--- src/rtl/otp_cmd_pkg.sv ---
package otp_cmd_pkg;

  localparam int CMP_AW = 11;
  localparam int CMP_DW = 8;

  localparam logic [CMP_AW-1:0] KEY1_ADDR = 11'h555;
  localparam logic [CMP_AW-1:0] KEY2_ADDR = 11'h2AA;
  localparam logic [CMP_DW-1:0] KEY1_DATA = 8'hAA;
  localparam logic [CMP_DW-1:0] KEY2_DATA = 8'h55;
  localparam logic [CMP_DW-1:0] OP_RESET  = 8'hF0;
  localparam logic [CMP_DW-1:0] OP_IDENT  = 8'h90;
  localparam logic [CMP_DW-1:0] OP_WORD   = 8'hA0;
  localparam logic [CMP_DW-1:0] OP_STREAM = 8'h20;

  typedef enum logic [2:0] {
    ST_READ  = 3'd0,
    ST_UNL1  = 3'd1,
    ST_UNL2  = 3'd2,
    ST_ARMED = 3'd3,
    ST_ID    = 3'd4,
    ST_IDU1  = 3'd5,
    ST_IDU2  = 3'd6
  } dec_state_t;

  typedef struct packed {
    logic key1;
    logic key2;
    logic at_cmd_addr;
    logic op_reset;
    logic op_ident;
    logic op_word;
    logic op_stream;
  } match_t;

endpackage

--- src/rtl/otp_rst_sync.sv ---
module otp_rst_sync #(
  parameter int STAGES = 2
) (
  input  logic clk,
  input  logic rst_n,
  output logic rst_n_sync
);
  logic [STAGES-1:0] sync_q;

  always_ff @(posedge clk or negedge rst_n) begin
    if (!rst_n) sync_q <= '0;
    else        sync_q <= {sync_q[STAGES-2:0], 1'b1};
  end

  assign rst_n_sync = sync_q[STAGES-1];
endmodule

--- src/rtl/otp_cmd_match.sv ---
module otp_cmd_match
  import otp_cmd_pkg::*;
#(
  parameter int ADDR_W = 22,
  parameter int DATA_W = 16
) (
  input  logic [ADDR_W-1:0] addr,
  input  logic [DATA_W-1:0] data,
  output match_t            m
);
  logic [CMP_AW-1:0] a_lo;
  logic [CMP_DW-1:0] d_lo;

  assign a_lo = addr[CMP_AW-1:0];
  assign d_lo = data[CMP_DW-1:0];

  always_comb begin
    m.key1        = (a_lo == KEY1_ADDR) && (d_lo == KEY1_DATA);
    m.key2        = (a_lo == KEY2_ADDR) && (d_lo == KEY2_DATA);
    m.at_cmd_addr = (a_lo == KEY1_ADDR);
    m.op_reset    = (d_lo == OP_RESET);
    m.op_ident    = (d_lo == OP_IDENT);
    m.op_word     = (d_lo == OP_WORD);
    m.op_stream   = (d_lo == OP_STREAM);
  end
endmodule

--- src/rtl/otp_cmd_fsm.sv ---
module otp_cmd_fsm
  import otp_cmd_pkg::*;
(
  input  logic   clk,
  input  logic   rst_n,
  input  logic   wr_stb,
  input  logic   prog_en,
  input  logic   eng_busy,
  input  match_t m,
  output logic   capture,
  output logic   read_mode,
  output logic   id_mode,
  output logic   word_go,
  output logic   multi_go
);
  dec_state_t st_q, st_d;
  logic       word_d, multi_d;
  logic       live_wr;

  assign live_wr = wr_stb && !eng_busy;

  always_comb begin
    st_d    = st_q;
    word_d  = 1'b0;
    multi_d = 1'b0;
    if (live_wr) begin
      if (!prog_en) begin
        if (st_q == ST_ARMED) st_d = ST_READ;
      end else begin
        unique case (st_q)
          ST_READ:  if (m.key1) st_d = ST_UNL1;
          ST_UNL1:  st_d = m.key2 ? ST_UNL2 : ST_READ;
          ST_UNL2: begin
            st_d = ST_READ;
            if (m.at_cmd_addr) begin
              if (m.op_ident)       st_d = ST_ID;
              else if (m.op_word)   st_d = ST_ARMED;
              else if (m.op_stream) multi_d = 1'b1;
            end
          end
          ST_ARMED: begin
            st_d   = ST_READ;
            word_d = 1'b1;
          end
          ST_ID: begin
            if (m.op_reset)  st_d = ST_READ;
            else if (m.key1) st_d = ST_IDU1;
          end
          ST_IDU1: begin
            if (m.op_reset)  st_d = ST_READ;
            else if (m.key2) st_d = ST_IDU2;
            else             st_d = ST_ID;
          end
          ST_IDU2: st_d = m.op_reset ? ST_READ : ST_ID;
          default: st_d = ST_READ;
        endcase
      end
    end
  end

  assign capture = word_d;

  always_ff @(posedge clk or negedge rst_n) begin
    if (!rst_n) begin
      st_q      <= ST_READ;
      read_mode <= 1'b1;
      id_mode   <= 1'b0;
      word_go   <= 1'b0;
      multi_go  <= 1'b0;
    end else begin
      st_q      <= st_d;
      read_mode <= (st_d == ST_READ);
      id_mode   <= (st_d == ST_ID) || (st_d == ST_IDU1) || (st_d == ST_IDU2);
      word_go   <= word_d;
      multi_go  <= multi_d;
    end
  end
endmodule

--- src/rtl/otp_prog_latch.sv ---
module otp_prog_latch #(
  parameter int ADDR_W = 22,
  parameter int DATA_W = 16
) (
  input  logic              clk,
  input  logic              rst_n,
  input  logic              capture,
  input  logic [ADDR_W-1:0] addr_in,
  input  logic [DATA_W-1:0] data_in,
  output logic [ADDR_W-1:0] addr_q,
  output logic [DATA_W-1:0] data_q
);
  always_ff @(posedge clk or negedge rst_n) begin
    if (!rst_n) begin
      addr_q <= '0;
      data_q <= '0;
    end else if (capture) begin
      addr_q <= addr_in;
      data_q <= data_in;
    end
  end
endmodule

--- src/rtl/otp_id_codes.sv ---
module otp_id_codes #(
  parameter int          DATA_W   = 16,
  parameter logic [15:0] MFR_CODE = 16'h0020,
  parameter logic [15:0] DEV_CODE = 16'h888A
) (
  input  logic              id_mode,
  input  logic [1:0]        sel,
  output logic [DATA_W-1:0] rdata
);
  always_comb begin
    rdata = '0;
    if (id_mode) begin
      unique case (sel)
        2'b00:   rdata = DATA_W'(MFR_CODE);
        2'b01:   rdata = DATA_W'(DEV_CODE);
        default: rdata = '0;
      endcase
    end
  end
endmodule

--- src/rtl/otp_cmd_decoder.sv ---
module otp_cmd_decoder
  import otp_cmd_pkg::*;
#(
  parameter int          ADDR_W   = 22,
  parameter int          DATA_W   = 16,
  parameter int          RST_SYNC = 2,
  parameter logic [15:0] MFR_CODE = 16'h0020,
  parameter logic [15:0] DEV_CODE = 16'h888A
) (
  input  logic              clk,
  input  logic              rst_n,
  input  logic              wr_stb,
  input  logic [ADDR_W-1:0] wr_addr,
  input  logic [DATA_W-1:0] wr_data,
  input  logic              prog_en,
  input  logic              eng_busy,
  input  logic [ADDR_W-1:0] rd_addr,
  output logic              read_mode,
  output logic              id_mode,
  output logic              start_word_prog,
  output logic              start_multi_prog,
  output logic [ADDR_W-1:0] prog_addr,
  output logic [DATA_W-1:0] prog_data,
  output logic [DATA_W-1:0] id_rdata
);
  logic   rst_n_i;
  match_t m;
  logic   capture;

  otp_rst_sync #(.STAGES(RST_SYNC)) u_rst (
    .clk(clk), .rst_n(rst_n), .rst_n_sync(rst_n_i)
  );

  otp_cmd_match #(.ADDR_W(ADDR_W), .DATA_W(DATA_W)) u_match (
    .addr(wr_addr), .data(wr_data), .m(m)
  );

  otp_cmd_fsm u_fsm (
    .clk(clk), .rst_n(rst_n_i), .wr_stb(wr_stb), .prog_en(prog_en),
    .eng_busy(eng_busy), .m(m), .capture(capture),
    .read_mode(read_mode), .id_mode(id_mode),
    .word_go(start_word_prog), .multi_go(start_multi_prog)
  );

  otp_prog_latch #(.ADDR_W(ADDR_W), .DATA_W(DATA_W)) u_latch (
    .clk(clk), .rst_n(rst_n_i), .capture(capture),
    .addr_in(wr_addr), .data_in(wr_data),
    .addr_q(prog_addr), .data_q(prog_data)
  );

  otp_id_codes #(.DATA_W(DATA_W), .MFR_CODE(MFR_CODE), .DEV_CODE(DEV_CODE)) u_id (
    .id_mode(id_mode), .sel(rd_addr[1:0]), .rdata(id_rdata)
  );
endmodule

--- config.mk ---
export PLATFORM = sky130hd
export DESIGN_NAME = otp_cmd_decoder
export DESIGN_NICKNAME = d
export VERILOG_FILES = /design/src/rtl/otp_cmd_pkg.sv /design/src/rtl/otp_rst_sync.sv /design/src/rtl/otp_cmd_match.sv /design/src/rtl/otp_cmd_fsm.sv /design/src/rtl/otp_prog_latch.sv /design/src/rtl/otp_id_codes.sv /design/src/rtl/otp_cmd_decoder.sv
export SDC_FILE = /design/constraint.sdc
export NUM_CORES = 1
export LEC_CHECK = 0
export CORE_UTILIZATION = 34
export DETAILED_ROUTE_END_ITERATION = 7
export MAX_ROUTING_LAYER = met4
export PLACE_DENSITY = 0.8
export SYNTH_ARGS = -nofsm -noshare
export SYNTH_HDL_FRONTEND = slang
export SYNTH_SLANG_ARGS = --single-unit
--- constraint.sdc ---
create_clock -name clk -period 1.3 [get_ports clk]
set_clock_uncertainty 0.05 [all_clocks]
set_input_delay 0.26 -clock clk [delete_from_list [all_inputs] [get_ports clk]]
set_output_delay 0.26 -clock clk [all_outputs]
set_load 0.01 [all_outputs]
[Yosys cells after proc, flatten, opt, wreduce, memory -nomap -nowiden]
Cells that the tools add are included.
Word-level totals
  flip-flop bits (word level): 47
  word-level logic and storage cells: 61
Operators by class
  mux-type cells: 26
  reductions and logical operators: 9
  equality and inequality tests: 18
Operators by type and width (count)
  == test 8 bit, second input constant: 4
  one-hot mux 16 bit (2 select lines): 1
  two-way mux 3 bit: 10
  == test 3 bit, second input constant: 6
  one-hot mux 3 bit (6 select lines): 1
  two-way mux 16 bit: 1
  == test 11 x 10 -> 1 bit, second input constant: 1
  == test 11 bit, second input constant: 1
  two-way mux 1 bit: 10
  == test 8 x 6 -> 1 bit, second input constant: 1
  == test 8 x 7 -> 1 bit, second input constant: 1
  == test 3 x 2 -> 1 bit, second input constant: 2
  logical NOT 3 bit: 2
  two-way mux 2 bit: 3
  == test 3 x 1 -> 1 bit, second input constant: 1
  logical AND 1 bit: 3
  == test 2 x 1 -> 1 bit, second input constant: 1
  logical NOT 2 bit: 1
  logical OR 1 bit: 2
  logical NOT 1 bit: 1

[Depth between registers and ports, before layout]
  word-level depth: 10
  gate-level depth with buffers: 5
  mapped depth without buffers: 5

[By module]
A second synthesis with hierarchy kept.
Second synthesis, totals
  cell total of the unflattened synthesis: 157
  area, all modules: 2232.1 µm²
By module, submodules not included
  otp_prog_latch: instances 1, area an instance 1492.7 µm², sequential area each 950.9 µm², cells each 80
  otp_cmd_fsm: instances 1, area an instance 392.9 µm², sequential area each 176.4 µm², cells each 33
  otp_cmd_match: instances 1, area an instance 162.7 µm², sequential area each 0.0 µm², cells each 24
  otp_id_codes: instances 1, area an instance 130.1 µm², sequential area each 0.0 µm², cells each 17
  otp_rst_sync: instances 1, area an instance 53.8 µm², sequential area each 50.0 µm², cells each 3

[Least setup slack after synthesis]
OpenSTA, ideal clock, no wires.
  path type: register to register
  start point: register u_fsm.st_q[1]
  end point: register u_fsm.id_mode
  buffers on the path: 0
  arrival time: 1.382 ns
  path slack: -0.271 ns
  setup time: 0.138 ns
  stages on the path, launching flop included: 5
  data required time: 1.112 ns
  cells stage by stage: dfrtp_1 -> and2_4 -> or3_4 -> o41ai_2 -> a21boi_1
On the way
  elaborated cells between the ends (all ways): 19
  classes of those cells: eq/ne (9); mux (7); reduce/logical (3)
RTL lines
  start, declared: line otp_cmd_fsm.sv:16  | dec_state_t st_q, st_d;
  start signal, assigned: line otp_cmd_fsm.sv:71  | st_q <= st_d;
  == test 3 bit, or another cell as far along: line otp_cmd_fsm.sv:30  | unique case (st_q)
  one-hot mux 3 bit (6 select lines) or two-way mux 3 bit (tied branches): line otp_cmd_fsm.sv:30, otp_cmd_fsm.sv:28
  two-way mux 3 bit (*): line otp_cmd_fsm.sv:27  | if (!prog_en) begin
  two-way mux 3 bit (*): line otp_cmd_fsm.sv:26  | if (live_wr) begin
  net u_fsm.st_d[0]: line otp_cmd_fsm.sv:16
  == test 3 bit: line otp_cmd_fsm.sv:73  | id_mode <= (st_d == ST_ID) || (st_d == ST_IDU1) || (st_d == ST_IDU2);
  logical OR 1 bit: line otp_cmd_fsm.sv:73
  logical OR 1 bit (*): line otp_cmd_fsm.sv:73
  end signal, assigned: line otp_cmd_fsm.sv:73
  end, declared: line otp_cmd_fsm.sv:12  | output logic id_mode,
Mark *: on every way through the listed nets, which the timed path passes. The rest lies on a longest branch.
A chain may end at the register's enable or synchronous reset.

[Final worst setup path]
  start point: register u_fsm.st_q[1]
  end point: register u_latch.addr_q[9]
On the way
  longest elaborated chain between the ends: 4
RTL lines
  == test 3 x 2 -> 1 bit: line otp_cmd_fsm.sv:30
  two-way mux 1 bit: line otp_cmd_fsm.sv:30
  two-way mux 1 bit: line otp_cmd_fsm.sv:27
  two-way mux 1 bit: line otp_cmd_fsm.sv:26
  end signal, assigned: line otp_prog_latch.sv:18  | addr_q <= addr_in;
  end, declared: line otp_prog_latch.sv:10  | output logic [ADDR_W-1:0] addr_q,
No other way between the ends.

==> impl_metrics.ini <==
[die]
initial_core_util_pct = 35.2
dieArea_sq_um = 6440
die_h_um = 80.3
ios = 123
coreArea_sq_um = 5920
die_x_um = 80.3
rows = 28

[critical_path]
required_ns = 1.43
path_buf_inv = 2
critPathKind = reg2reg
path_delay_family = simple AND/OR/NAND/NOR gates
crit_path_top_delay_cell = dfrtp_1
cp.arrival_ns = 1.83
worstPathCellList = and2_4 > nor3b_4 > buf_6 > clkbuf_16 > mux2_4
endpoint_kind = flop
start_kind = flop
crit_path_max_incr_delay_ns = 0.41
crit_fanout = 7

[timing]
worst_slack_ns = -0.395
hold_ws_ns = 0.0637
finalCriticalPeriod_ns = 1.70
period_share_pct = 130
slew_violations = 0
final_hold_viol_count = 0
clock.fmax_mhz = 590
setup_viol = 51
rsz0062_at_grt = yes

[final_layout]
n_antenna_cell = 0
fill_cells = 455
syn2layout_area_growth_pct = 84.5
drive_above_1_share_pct = 44.1
final_cell_mix = dfrtp_1 (45), buf_4 (42), mux2_4 (38), clkdlybuf4s15_1 (31), dlygate4sd2_1 (29)
instances_no_fill = 372
nets = 361
layout_commonest_cell = dfrtp_1
finalCoreUtilization_pct = 64.9

[min_path]
hp-class = in2async

[drt]
route.met3.wl_um = 316
drt-initial-drc-count = 52
drt-met1-wl_um = 2620
vias = 1776
wl_met2_um = 3090
post-route-drc-count = 0
viasPerCell = 4.77
highest_layer = met4
drt_pass1_iterations = 4
drtAntennaViolNets = 0
wirelength_um = 6200
routedWlPerCell_um = 16.7

[power_and_ir_drop]
sw_frac_of_total_pct = 22.3
p_int_w = 0.00210
fin_total_pwr_w = 0.00270
ir_worst_vdd_uv = 516
p_seq_share_pct = 54.2
power_density_nw_per_um2 = 703
clkPwrFrac_pct = 35.9
power_frac_comb_pct = 9.9
p_sw_w = 0.000603
p_leak_nw = 1.94

[cts]
clk_path_buf_depth = 2
clk_pin_slew_ns = 0.09
cts_buffers = 5
h-tree-depth = 2
cts_tree = built
cts_root_buf = clkbuf_8
cts_hold_buf = 0
cts_sinks = 47
worstSkewPairLatency_ns = 0.30

[logic_synthesis]
synth_seq_cells = 47
ys_seq_area_share_pct = 56.5
ys_types = 32
synth.yosys.warnings = 0
synthCells = 149
synth_area_per_cell_sq_um = 14.0
syn-cell-area_sq_um = 2080

[run]
max_cap_viol_count = 0

[placement]
place_ws_ns = -0.748
placedCellCount = 334
gp_congestion = 0.955
port_buffers = 92
dp_hpwl_um = 3800

[global_route]
grt_antenna_before_repair = 0
grt_max_degree = 32
grt_pass1_vias = 1852
grt_overflow = 0
gr-usage-all-layers_pct = 19.7
grt_pass1_wl_um = 9230

[run_status]
violations = negative setup slack
outcome = complete, but fails checks
area by class of cell:
| class | count | area (sq um) | share of cell area, % |
|---|---|---|---|
| clock buffers | 8 | 100 | 2.60 |
| multi-input cells | 91 | 1040 | 27.1 |
| inverters | 2 | 7.51 | 0.195 |
| well taps | 75 | 93.8 | 2.44 |
| flip-flops and latches | 47 | 1180 | 30.7 |
| repair buffers | 149 | 1420 | 37.0 |
sequential cells by signal, summed over array words and instances, names as in the netlist:
name             flops
u_fsm.read_mode      1
u_rst.sync_q         2
u_fsm.multi_go       1
u_fsm.id_mode        1
u_fsm.st_q           3
u_latch.data_q      16
u_fsm.word_go        1
u_latch.addr_q      22
power groups by stage:
stage          clock (W)  combinational (W)  sequential (W)
6_report        0.000970           0.000269         0.00147
5_1_grt          0.00106           0.000292         0.00147
3_3_place_gp           0           0.000273         0.00149
2_1_floorplan          0          0.0000666         0.00151
4_1_cts          0.00100           0.000264         0.00147
3_5_place_dp           0           0.000276         0.00149
Yosys cell counts, drive strengths merged:
cell type / number / area [sq um]
mux2: 38 / 428
conb: 2 / 7.51
buf: 18 / 134
nor4b: 1 / 15.0
and4bb: 3 / 37.5
nor3b: 5 / 42.5
nand4: 3 / 18.8
a31oi: 2 / 12.5
and3b: 1 / 8.76
a21oi: 2 / 10.0
o41ai: 1 / 16.3
nand4bb: 1 / 11.3
nand2: 2 / 7.51
a21boi: 1 / 7.51
inv: 2 / 7.51
o311ai: 1 / 16.3
nand3b: 2 / 15.0
or3: 1 / 11.3
nor2: 1 / 3.75
nor3: 1 / 5.00
nor4: 4 / 25.0
or4bb: 1 / 11.3
o21ai: 4 / 20.0
nor2b: 1 / 6.26
dfrtp: 46 / 1150
dfstp: 1 / 26.3
nand2b: 3 / 18.8
and2: 1 / 8.76
path summary, 6_finish.rpt:
path | startpoint | end | slack [ns] | depth (start not counted)
setup reg to reg | u_fsm.st_q[1] | u_latch.addr_q[9] | -0.40 | 5
min in group clk | wr_data[7] | u_latch.data_q[7] | 0.24 | 2
hold / removal | rst_n | u_rst.sync_q[0] | 0.06 | 1
hold reg to reg | u_rst.sync_q[1] | u_latch.addr_q[15] | 0.16 | 1
setup / recovery | u_fsm.st_q[1] | u_latch.addr_q[9] | -0.40 | 5
max in group asynchronous | u_rst.sync_q[1] | u_fsm.read_mode | 0.64 | 1
cells by family after synthesis:
| kind of cell | after synthesis | share of synthesized area, % |
|---|---|---|
| flops | 47 | 56.5 |
| mux | 38 | 20.5 |
| simple gates | 31 | 11.8 |
| buf+inv | 20 | 6.79 |
| compound gates | 11 | 3.96 |
| other cells | 2 | 0.360 |
worst register-to-register path: cells and delay by family (launching register included):
family / cells / cell delay [ns]
buf+inv: 2 / 0.35
flops: 1 / 0.41
mux: 1 / 0.30
simple gates: 2 / 0.47
through the flow:
stage                     instance area, sq um  setup TNS, ns
after floorplan                           2210          -7.31
after global placement                    3300         -31.50
after detailed placement                  3300         -32.20
after CTS                                 3600         -12.76
after global routing                      3840         -17.95
final                                     3840         -16.08
metal layers:
layer | global-route usage, % | vias up
met4 | 6.79 | 0
met5 | - | -
met2 | 31.9 | 87
li1 | - | 810
met1 | 24.4 | 862
met3 | 4.20 | 17
timing repair:
action	4_1_cts	5_1_grt
setup endpoints to repair	92	86
hold endpoints to repair	0	0
resized for setup	142	45
setup buffers	11	16
pin swaps	16	4
gates cloned	3	1
Power figures use the tool's default switching activity.
